## src/rtl/rstack_pkg.sv

```systemverilog
package rstack_pkg;
    localparam int unsigned DEF_DEPTH  = 8;
    localparam int unsigned DEF_ADDR_W = 12;

    typedef enum logic [1:0] {
        OP_HOLD = 2'd0,
        OP_PUSH = 2'd1,
        OP_POP  = 2'd2
    } stack_op_e;
endpackage

```

## src/rtl/rstack_ctrl.sv

```systemverilog
module rstack_ctrl
    import rstack_pkg::*;
(
    input  logic      push_i,
    input  logic      pop_i,
    output stack_op_e op_o
);
    // push outranks pop
    always_comb begin
        if (push_i)     op_o = OP_PUSH;
        else if (pop_i) op_o = OP_POP;
        else            op_o = OP_HOLD;
    end
endmodule

```

## src/rtl/rstack_level.sv

```systemverilog
module rstack_level
    import rstack_pkg::*;
#(
    parameter int unsigned ADDR_W = DEF_ADDR_W
) (
    input  stack_op_e         op_i,
    input  logic [ADDR_W-1:0] cur_i,    // this level's present value
    input  logic [ADDR_W-1:0] upper_i,  // level above, or new address for level 1
    input  logic [ADDR_W-1:0] lower_i,  // level below, or itself for the bottom
    output logic [ADDR_W-1:0] next_o
);
    always_comb begin
        unique case (op_i)
            OP_PUSH: next_o = upper_i;
            OP_POP:  next_o = lower_i;
            default: next_o = cur_i;
        endcase
    end
endmodule

```

## src/rtl/rstack_top.sv

```systemverilog
module rstack_top
    import rstack_pkg::*;
#(
    parameter int unsigned DEPTH  = DEF_DEPTH,
    parameter int unsigned ADDR_W = DEF_ADDR_W
) (
    input  logic              clk,
    input  logic              rst_n,
    input  logic              push_i,
    input  logic [ADDR_W-1:0] push_addr_i,
    input  logic              pop_i,
    output logic [ADDR_W-1:0] tos_o
);
    localparam int unsigned LAST = DEPTH - 1;

    typedef struct packed {
        logic [DEPTH-1:0][ADDR_W-1:0] lvl;  // index 0 = level 1 (top)
    } state_t;

    state_t    st_d, st_q;
    stack_op_e op;
    logic [DEPTH-1:0][ADDR_W-1:0] cell_next;

    rstack_ctrl u_ctrl (
        .push_i (push_i),
        .pop_i  (pop_i),
        .op_o   (op)
    );

    for (genvar g = 0; g < DEPTH; g++) begin : g_lvl
        logic [ADDR_W-1:0] up_src, low_src;
        if (g == 0) begin : g_top
            assign up_src = push_addr_i;
        end else begin : g_mid
            assign up_src = st_q.lvl[g-1];
        end
        if (g == LAST) begin : g_bot
            assign low_src = st_q.lvl[g];   // bottom keeps its value on pop
        end else begin : g_above
            assign low_src = st_q.lvl[g+1];
        end
        rstack_level #(.ADDR_W(ADDR_W)) u_level (
            .op_i    (op),
            .cur_i   (st_q.lvl[g]),
            .upper_i (up_src),
            .lower_i (low_src),
            .next_o  (cell_next[g])
        );
    end

    always_comb begin
        st_d     = st_q;
        st_d.lvl = cell_next;
    end

    always_ff @(posedge clk or negedge rst_n) begin
        if (!rst_n) st_q <= '0;
        else        st_q <= st_d;
    end

    assign tos_o = st_q.lvl[0];
endmodule

```

## config.mk

```make
export PLATFORM = sky130hd
export DESIGN_NAME = rstack_top
export DESIGN_NICKNAME = d
export VERILOG_FILES = /design/src/rtl/rstack_pkg.sv /design/src/rtl/rstack_ctrl.sv /design/src/rtl/rstack_level.sv /design/src/rtl/rstack_top.sv
export SDC_FILE = /design/constraint.sdc
export NUM_CORES = 1
export LEC_CHECK = 0
export ABC_AREA = 1
export BUFFER_PORTS_ARGS = -buffer_cell sky130_fd_sc_hd__buf_2
export CAP_MARGIN = 10
export CORE_MARGIN = 3
export CORE_UTILIZATION = 55
export CTS_CLUSTER_DIAMETER = 100
export CTS_CLUSTER_SIZE = 24
export DETAILED_ROUTE_END_ITERATION = 10
export MAX_ROUTING_LAYER = met4
export PLACE_DENSITY = 0.73
export SLEW_MARGIN = 20
export SYNTH_ARGS = -nofsm -noshare
export SYNTH_HDL_FRONTEND = slang
export SYNTH_SLANG_ARGS = --single-unit
```

## constraint.sdc

```tcl
create_clock -name clk -period 1.3 [get_ports clk]
set_input_delay 0.13 -clock clk [delete_from_list [all_inputs] [get_ports clk]]
set_output_delay 0.13 -clock clk [all_outputs]
set_load 0.01 [all_outputs]
```

==> flow_summary_export.csv <==
group,metric,value,unit
outcome,status,"finished clean",
sta,whs,0.0232,ns
die,start_util,0.577,
sta,max_freq,0.907,GHz
sta,finalSetupViolations,0,
layout,final_nets,553,
critical_path,crit_family,"flip-flops",
route,drtIter0Drc,191,
route,detail-route-antenna-nets,0,
layout,drive_gt1_frac,0.114,
layout,syn2layout_area_growth,13.7,%
die,dieArea,8830,µm²
global_routing,grt_pass1_wl,15.4,mm
route,dr_total_vias,3540,
route,drcViolationCount,0,
die,coreArea,7370,µm²
synth,syn_avg_cell_area,8.36,µm²
critical_path,crit_chain,"buf_2",
sta,finalMaxSlewViolations,0,
critical_path,cp_slowest_cell,"dfrtp_1",
clocking,cts_tree,"done",
place,dp_hpwl,5.38,mm
global_routing,grt_pass1_vias,3467,
synth,synth_area_leader_cell,"dfrtp_1",
power,total_leakage_power,2.41,nW
clocking,worst_skew_pair.late_latency,0.37,ns
sta,rsz0062_at_grt,"no",
global_routing,overflow,0,
sta,slew_headroom,0.685,
die,num_rows,31,
place,portBuffers,27,
layout,diodes,0,
sta,fin_crit,1.10,ns
critical_path,cp_data_required_time,1.17,ns
synth,yosysTopAreaCellShare,0.565,
sta,period_share,0.848,
global_routing,antenna_found_initial,0,
power,peakVddDrop,0.759,mV
sta,worstMarginPinSlew,0.472,ns
layout,nFillCells,597,
critical_path,r2r_slack,0.59,ns
clocking,cts.sink_count,96,
flow_run,max_cap_viol_count,0,
global_routing,grt_max_degree,59,
clocking,root_buffer,"clkbuf_8",
clocking,clk_pin_slew,0.10,ns
global_routing,grt_use_total,0.221,
route,wirelength,8.65,mm
critical_path,cp_num_buf_inv,1,
die,die_x,93.9,µm
critical_path,worst-setup-path-type,"register to output port",
route,avgRoutedWirePerCell,13.5,µm
place,routabilityCongestion,0.755,
clocking,clock_path_buffers,2,
synth,synthesis.area,4250,µm²
critical_path,r2r-start,"tos_o[7]",
power,cellPowerDensity,1380,nW/µm²
layout,final_cell_mix,"nand2_1 (204), nand3_1 (168), dfrtp_1 (96), buf_2 (25), dlygate4sd3_1 (12)",
die,die_h,93.9,µm
synth,ys_seq_area_frac,0.565,
layout,multi_input_area,1620,µm²
synth,yosys_warnings,0,
critical_path,max_stage_delay,0.44,ns
hold_path,hp-start,"push_addr_i[7]",
synth,yosys_register_bits,96,
critical_path,crit_arrival,0.97,ns
sta,hold_viol,0,
route,first_pass_iters,5,
critical_path,critPathMaxFanout,3,
critical_path,startpoint_type,"register",
sta,clock_skew,0.0138,ns
route,vias_per_cell,5.52,
critical_path,critPathLaunch,"tos_o[7]",
die,pin_count,28,
sta,finalSetupTns,0,ns
clocking,tritoncts.num_buffers,9,
clocking,htreeDepth,3,
layout,layout_commonest_cell,"nand2_1",
synth,synth_area_leaders,"dfrtp_1 (56%), nand3_1 (20%), nand2_1 (18%)",
synth,synth_cells,509,
clocking,post_cts_resized,0,
hold_path,hp-class,"input pin to register",
synth,syn-num-nets,525,
critical_path,cp-end-kind,"output port",
layout,seq_area,2400,µm²
synth,synth.distinct_cells,8,
==> area by class of cell <==
cell class	count	share of cell area
sequential	96	0.497
multi-input combinational	373	0.334
timing repair buffer	56	0.101
clock buffer	9	0.0256
tap	99	0.0256
clock inverter	7	0.0155
inverter	1	0.00129
==> through the flow <==
| stage | power, mW | instances | instance area (µm²) | worst slack, ns | util |
|---|---|---|---|---|---|
| 2_1_floorplan | 4.40 | 509 | 4250 | 0.436 | - |
| 3_3_place_gp | 4.71 | 613 | 4520 | 0.262 | 0.613 |
| 3_5_place_dp | 4.77 | 613 | 4520 | 0.243 | 0.613 |
| 4_1_cts | 6.72 | 641 | 4840 | 0.175 | 0.656 |
| 5_1_grt | 7.02 | 641 | 4840 | 0.168 | 0.656 |
| 6_report | 6.66 | 641 | 4840 | 0.198 | 0.656 |
==> flip-flops by register name, summed over array words and instances (netlist names) <==
name / cells
g_lvl.low_src: 84
tos_o: 12
==> layer usage <==
| layer | up-vias | track usage | wire length (µm) |
|---|---|---|---|
| li1 | 1731 | - | - |
| met1 | 1728 | 0.288 | 4130 |
| met2 | 76 | 0.360 | 4090 |
| met3 | 5 | 0.0304 | 350 |
| met4 | 0 | 0.0722 | 72 |
| met5 | - | - | 0 |
==> power by group <==
part,switching (mW),internal (mW),leakage (nW)
Clock,1.17,0.758,0.0981
Combinational,0.521,0.395,1.05
Sequential,0.362,3.45,1.26
Total,2.05,4.60,2.41
==> path summary, 6_finish.rpt <==
path / endpoint / cells after the start
min in group asynchronous: g_lvl[6].low_src[7] / 2
worst min-delay path: tos_o[7] / 3
worst max register to register: g_lvl[0].low_src[7] / 2
worst min register to register: g_lvl[6].low_src[7] / 2
worst max-delay path: tos_o[7] / 1
max in group asynchronous: tos_o[5] / 3
==> cells in the mapped netlist <==
cell and instances:
nand2_1 204, nand3_1 168, clkbuf_1 6, buf_4 16, nor2_4 1, dfrtp_1 96
inv_4 1, buf_2 17
==> cell families (layout without fill, tap and decap cells) <==
family                 Yosys count  in the layout  synth area share
buffers and inverters           40             73            0.0550
and+or+nand+nor                373            373             0.380
DFF                             96             96             0.565
==> what timing repair did <==
item	CTS	global route
setup buffers	0	0
hold buffers	12	0
hold endpoints to repair	39	0
No activity file was read; power rests on OpenSTA's default activity.
